===== src/rtl/dma_ctl_pkg.sv =====
package dma_ctl_pkg;
    localparam int DATA_W      = 32;
    localparam int NUM_REGS    = 4;
    localparam int IDX_W       = $clog2(NUM_REGS);
    localparam int VER_HI      = 31;
    localparam int VER_LO      = 28;
    localparam logic [3:0] VERSION_CODE = 4'hA;
    localparam int LOADED_BIT  = 26;
    localparam int RST_CMD_BIT = 7;
    localparam int SELFCLR_BIT = 6;
    localparam int IEN_BIT     = 4;
    localparam int PEND_BIT    = 0;
    localparam logic [DATA_W-1:0] ZERO_SUBST = 32'h0000_0040;

    localparam logic [IDX_W-1:0] IDX_CTRL = IDX_W'(0);
    localparam logic [IDX_W-1:0] IDX_ADDR = IDX_W'(1);

    typedef enum logic [0:0] {
        RS_IDLE = 1'b0,
        RS_HOLD = 1'b1
    } rst_state_t;
endpackage


===== src/rtl/dma_ctl_decode.sv =====
module dma_ctl_decode
    import dma_ctl_pkg::*;
#(
    parameter int ADDR_W = 4
) (
    input  logic              wr_en,
    input  logic [ADDR_W-1:0] addr,
    output logic [IDX_W-1:0]  idx,
    output logic [NUM_REGS-1:0] wr_sel
);
    assign idx = addr[IDX_W+1:2];

    for (genvar g = 0; g < NUM_REGS; g++) begin : g_sel
        assign wr_sel[g] = wr_en && (idx == IDX_W'(g));
    end
endmodule


===== src/rtl/dma_ctl_ctrl_rule.sv =====
module dma_ctl_ctrl_rule
    import dma_ctl_pkg::*;
(
    input  logic [DATA_W-1:0] wdata,
    output logic              reset_cmd,
    output logic [DATA_W-1:0] ctrl_value
);
    logic [DATA_W-1:0] shaped;

    assign reset_cmd = wdata[RST_CMD_BIT];

    always_comb begin
        shaped = wdata;
        if (wdata[RST_CMD_BIT]) begin
            shaped = wdata;
        end else if (wdata[SELFCLR_BIT]) begin
            shaped[SELFCLR_BIT] = 1'b0;
        end else if (wdata == '0) begin
            shaped = ZERO_SUBST;
        end
        ctrl_value = shaped;
        ctrl_value[VER_HI:VER_LO] = VERSION_CODE;
    end
endmodule


===== src/rtl/dma_ctl_rst_seq.sv =====
module dma_ctl_rst_seq
    import dma_ctl_pkg::*;
#(
    parameter int RST_LEN = 4
) (
    input  logic clk,
    input  logic rst_n,
    input  logic trigger,
    output logic hold
);
    localparam int CNT_W = $clog2(RST_LEN + 1);
    localparam logic [CNT_W-1:0] RELOAD = CNT_W'(RST_LEN - 1);

    rst_state_t state_q, state_d;
    logic [CNT_W-1:0] cnt_q, cnt_d;

    always_ff @(posedge clk or negedge rst_n) begin
        if (!rst_n) begin
            state_q <= RS_IDLE;
            cnt_q   <= '0;
        end else begin
            state_q <= state_d;
            cnt_q   <= cnt_d;
        end
    end

    always_comb begin
        state_d = state_q;
        cnt_d   = cnt_q;
        unique case (state_q)
            RS_IDLE: begin
                if (trigger) begin
                    state_d = RS_HOLD;
                    cnt_d   = RELOAD;
                end
            end
            RS_HOLD: begin
                if (trigger) begin
                    cnt_d = RELOAD;
                end else if (cnt_q == '0) begin
                    state_d = RS_IDLE;
                end else begin
                    cnt_d = cnt_q - 1'b1;
                end
            end
            default: state_d = RS_IDLE;
        endcase
    end

    always_comb begin
        unique case (state_q)
            RS_HOLD: hold = 1'b1;
            default: hold = 1'b0;
        endcase
    end
endmodule


===== src/rtl/dma_ctl_regs.sv =====
module dma_ctl_regs
    import dma_ctl_pkg::*;
#(
    parameter int ADDR_W  = 4,
    parameter int RST_LEN = 4
) (
    input  logic              clk,
    input  logic              rst_n,
    input  logic              wr_en,
    input  logic [ADDR_W-1:0] addr,
    input  logic [31:0]       wdata,
    output logic [31:0]       rdata,
    input  logic              core_done,
    output logic              core_rst_o,
    output logic              irq_o
);
    logic [IDX_W-1:0]    idx;
    logic [NUM_REGS-1:0] wr_sel;
    logic                reset_cmd;
    logic [DATA_W-1:0]   ctrl_value;
    logic                hold;
    logic                reset_wr;
    logic                done_ok;
    logic [DATA_W-1:0]   word_q [NUM_REGS];
    logic [DATA_W-1:0]   ctrl_q;

    dma_ctl_decode #(.ADDR_W(ADDR_W)) u_decode (
        .wr_en  (wr_en),
        .addr   (addr),
        .idx    (idx),
        .wr_sel (wr_sel)
    );

    dma_ctl_ctrl_rule u_rule (
        .wdata      (wdata),
        .reset_cmd  (reset_cmd),
        .ctrl_value (ctrl_value)
    );

    assign reset_wr = wr_sel[IDX_CTRL] && reset_cmd;
    assign done_ok  = core_done && !hold && !reset_wr;

    dma_ctl_rst_seq #(.RST_LEN(RST_LEN)) u_rst_seq (
        .clk     (clk),
        .rst_n   (rst_n),
        .trigger (reset_wr),
        .hold    (hold)
    );

    always_ff @(posedge clk or negedge rst_n) begin
        if (!rst_n) begin
            for (int i = 0; i < NUM_REGS; i++) word_q[i] <= '0;
        end else begin
            for (int i = 0; i < NUM_REGS; i++) begin
                if (i == int'(IDX_CTRL)) begin
                    if (wr_sel[IDX_CTRL])
                        word_q[i] <= ctrl_value | {{(DATA_W-1){1'b0}}, done_ok};
                    else if (wr_sel[IDX_ADDR])
                        word_q[i] <= (DATA_W'(1) << LOADED_BIT) | {{(DATA_W-1){1'b0}}, done_ok};
                    else if (done_ok)
                        word_q[i][PEND_BIT] <= 1'b1;
                end else if (reset_wr) begin
                    word_q[i] <= '0;
                end else if (wr_sel[i]) begin
                    word_q[i] <= wdata;
                end
            end
        end
    end

    assign ctrl_q     = word_q[IDX_CTRL];
    assign rdata      = word_q[idx];
    assign core_rst_o = hold;
    assign irq_o      = ctrl_q[PEND_BIT] && ctrl_q[IEN_BIT];
endmodule


===== config.mk =====
export PLATFORM = sky130hd
export DESIGN_NAME = dma_ctl_regs
export DESIGN_NICKNAME = d
export VERILOG_FILES = /design/src/rtl/dma_ctl_pkg.sv /design/src/rtl/dma_ctl_decode.sv /design/src/rtl/dma_ctl_ctrl_rule.sv /design/src/rtl/dma_ctl_rst_seq.sv /design/src/rtl/dma_ctl_regs.sv
export SDC_FILE = /design/constraint.sdc
export NUM_CORES = 1
export LEC_CHECK = 0
export BUFFER_PORTS_ARGS = -buffer_cell sky130_fd_sc_hd__buf_2
export CAP_MARGIN = 40
export CELL_PAD_IN_SITES_DETAIL_PLACEMENT = 1
export CELL_PAD_IN_SITES_GLOBAL_PLACEMENT = 1
export CORE_UTILIZATION = 34
export CTS_CLUSTER_SIZE = 8
export DETAILED_ROUTE_END_ITERATION = 10
export GPL_TIMING_DRIVEN = 0
export PLACE_DENSITY_LB_ADDON = 0.1
export SYNTH_ARGS = -nofsm -noshare
export SYNTH_HDL_FRONTEND = slang
export SYNTH_HIERARCHICAL = 1
export SYNTH_SLANG_ARGS = --single-unit

===== constraint.sdc =====
create_clock -name clk -period 3.3 [get_ports clk]
set_clock_uncertainty 0.1 [all_clocks]
set_input_delay 0 -clock clk [delete_from_list [all_inputs] [get_ports clk]]
set_output_delay 0 -clock clk [all_outputs]
set_load 0.02 [all_outputs]

==> impl_metrics.py <==
metrics = {
    "routing": {
        "vias": 4618,
        "totalWireLength_mm": 18.7,
        "drt_iter0_drc": 127,
        "drt_pass1_iterations": 4,
        "vias_per_cell": 4.94,
        "routedWlPerCell_um": 20.0,
        "postRouteAntennaNets": 0,
        "drc_errors": 0,
    },
    "timing": {
        "final.setup.worst_slack_ns": 1.44,
        "tns_ns": 0,
        "slew_viol_final": 0,
        "fin_crit_sh": 0.562,
        "rsz0062_at_grt": "false",
        "maxSlewHeadroom": 0.459,
        "hold_viol": 0,
        "setup_viol": 0,
        "fmax_mhz": 539,
        "fin_crit_ns": 1.86,
        "tightest_slew_ns": 0.812,
    },
    "critical_path": {
        "cp_common_cell": "buf_2",
        "critPathMaxFanout": 14,
        "cpMaxStageDelayCell": "clkbuf_1",
        "reg2reg_depth": 5,
        "crit_family": "buffers and inverters",
        "arrival_ns": 2.10,
        "cp-start-kind": "input port",
        "critical_path_class": "input port to flop",
        "cp_num_cells": 8,
        "worstSetupEndpointType": "flop",
        "max_stage_delay_ns": 0.64,
        "crit_chain": "dlygate4sd3_1 -> buf_2 -> buf_4 -> and2_1 -> buf_2 -> clkbuf_1 -> nor4bb_1 -> a21oi_1",
        "crit_required_ns": 3.55,
        "crit_buf_inv": 5,
    },
    "clock_network": {
        "ctsHtreeMaxLevel": 4,
        "clock-sinks": 132,
        "root_buffer": "clkbuf_16",
        "clk_pin_slew_worst_paths_ns": 0.07,
        "hold_buffers": 34,
        "cts.path.max_buffers": 2,
        "clock_latency_ns": 0.43,
        "cts_buffers": 17,
        "postCtsSetupRepairBufs": 0,
        "cts_tree": "built",
        "cts_resized": 0,
    },
    "final_layout": {
        "drive_gt1_frac": 0.247,
        "layout.nets": 730,
        "fillCellCount": 2033,
        "synthToLayoutAreaGrowth_pct": 25.5,
        "layout_commonest_cell": "dfrtp_1",
        "antenna_cells": 0,
        "finish.instance_area_mm2": 0.00817,
        "layout_common_cells": "dfrtp_1 (132), nor2_1 (99), mux2i_1 (96)",
        "finalCoreUtilization": 0.435,
    },
    "floorplanning": {
        "die_h_um": 140,
        "fp.dieW_um": 140,
        "ios": 74,
        "start_util": 0.347,
        "rows": 50,
        "die_area_mm2": 0.0197,
        "coreArea_mm2": 0.0188,
    },
    "yosys": {
        "synth_warnings": 6,
        "avgSynthCellArea_um2": 11.6,
        "synth_seq_cells": 132,
        "yosys.cell_types.count": 33,
        "yosysSeqAreaShare": 0.507,
        "synth_cells": 561,
        "syn_area_mm2": 0.00651,
    },
    "global_routing": {
        "grt_max_degree": 77,
        "grt_overflow_total": 0,
        "grt_pass1_vias": 5290,
        "track_usage": 0.210,
        "antenna_found_initial": 1,
        "grt_pass1_wl_mm": 30.6,
    },
    "placement": {
        "port_buffers": 71,
        "place_congestion": 0.715,
        "placed_cell_area_mm2": 0.00720,
        "post-place-ws_ns": 1.55,
        "hpwl_mm": 12.4,
    },
    "flow_run": {
        "drv_cap": 0,
    },
    "worst_hold_path": {
        "hp-class": "input port to asynchronous set/reset pin",
    },
    "power_and_ir_drop": {
        "p_leak_nw": 3.66,
        "cellPowerDensity_mw_per_mm2": 625,
        "ir_drop_mv": 0.382,
        "design_power_total_mw": 5.10,
    },
    "status": {
        "status": "completed",
    },
}
==> final cells by class <==
cell class | count | area [um2] | area share
plain buffers | 74 | 415 | 0.0508
flip-flops and latches | 132 | 3300 | 0.404
repair buffers | 106 | 729 | 0.0893
multi-input cells | 354 | 2790 | 0.342
inverters | 3 | 11.3 | 0.00138
well taps | 234 | 293 | 0.0358
clock buffers | 23 | 478 | 0.0585
clock inverters | 9 | 150 | 0.0184
==> through the flow <==
step | hold slack, ns | cells
after CTS | 0.0330 | 935
after global routing | 0.0515 | 935
final | 0.0221 | 935
after global placement | 0.210 | 868
after detailed placement | -0.0806 | 869
after floorplan | -0.396 | 563
==> cell usage after synthesis (all sizes together) <==
library cell	instances	share of area
and2	2	0.0019
conb	2	0.0012
a21oi	1	0.00077
o32a	1	0.0015
nor2	99	0.057
a211o	1	0.0013
dfrtp	132	0.51
nand2b	32	0.032
a22o	1	0.0013
buf	37	0.042
and3b	3	0.0040
nand4	2	0.0019
mux4	32	0.11
a211oi	1	0.0019
nor4bb	1	0.0015
o21ai	31	0.024
ha	2	0.0038
inv	3	0.0017
mux2i	96	0.15
nor3b	3	0.0042
and3	1	0.0012
nor4	8	0.0086
nand2	31	0.018
nor2b	2	0.0019
clkbuf	37	0.021
==> path summary, 6_finish.rpt <==
check | from | to | slack [ns]
max in group asynchronous | rst_n | ctrl_q[13]$_DFFE_PN0P_ | 2.30
worst min register to register | u_rst_seq/cnt_q[1]$_DFFE_PN0P_ | u_rst_seq/cnt_q[1]$_DFFE_PN0P_ | 0.39
worst max-delay path | wdata[7] | u_rst_seq/cnt_q[0]$_DFFE_PN0P_ | 1.44
worst max register to register | u_rst_seq/cnt_q[0]$_DFFE_PN0P_ | u_rst_seq/cnt_q[1]$_DFFE_PN0P_ | 1.80
min in group clk | addr[2] | ctrl_q[0]$_DFFE_PN0P_ | 0.07
worst min-delay path | rst_n | word_q[3]$_DFFE_PN0P_ | 0.02
==> kinds of logic after synthesis <==
logic type                 share of synthesized area
muxes                                          0.259
adders and majority gates                    0.00384
and+or+nand+nor                                0.132
buffers and inverters                         0.0655
AOI/OAI and AO/OA                             0.0307
other                                        0.00115
DFF                                            0.507
==> power by group <==
part,leakage [nW],switching [mW],internal [mW]
registers,1.67,0.166,1.90
logic,1.69,0.519,0.464
clock network,0.303,0.734,1.32
==> sequential cells by signal, indices dropped and copies added (netlist names) <==
name               flops
ctrl_q                32
u_rst_seq/cnt_q        3
u_rst_seq/state_q      1
word_q                96
==> metal layers <==
metal | vias to the layer above | global-route usage | share of wire
li1 | 2141 | - | -
met1 | 2381 | 0.272 | 0.46
met3 | 18 | 0.0479 | 0.031
met4 | 2 | 0.0607 | 0.014
met2 | 76 | 0.351 | 0.50
met5 | - | 0 | 0.00069
No activity file was read; power rests on OpenSTA's default activity.
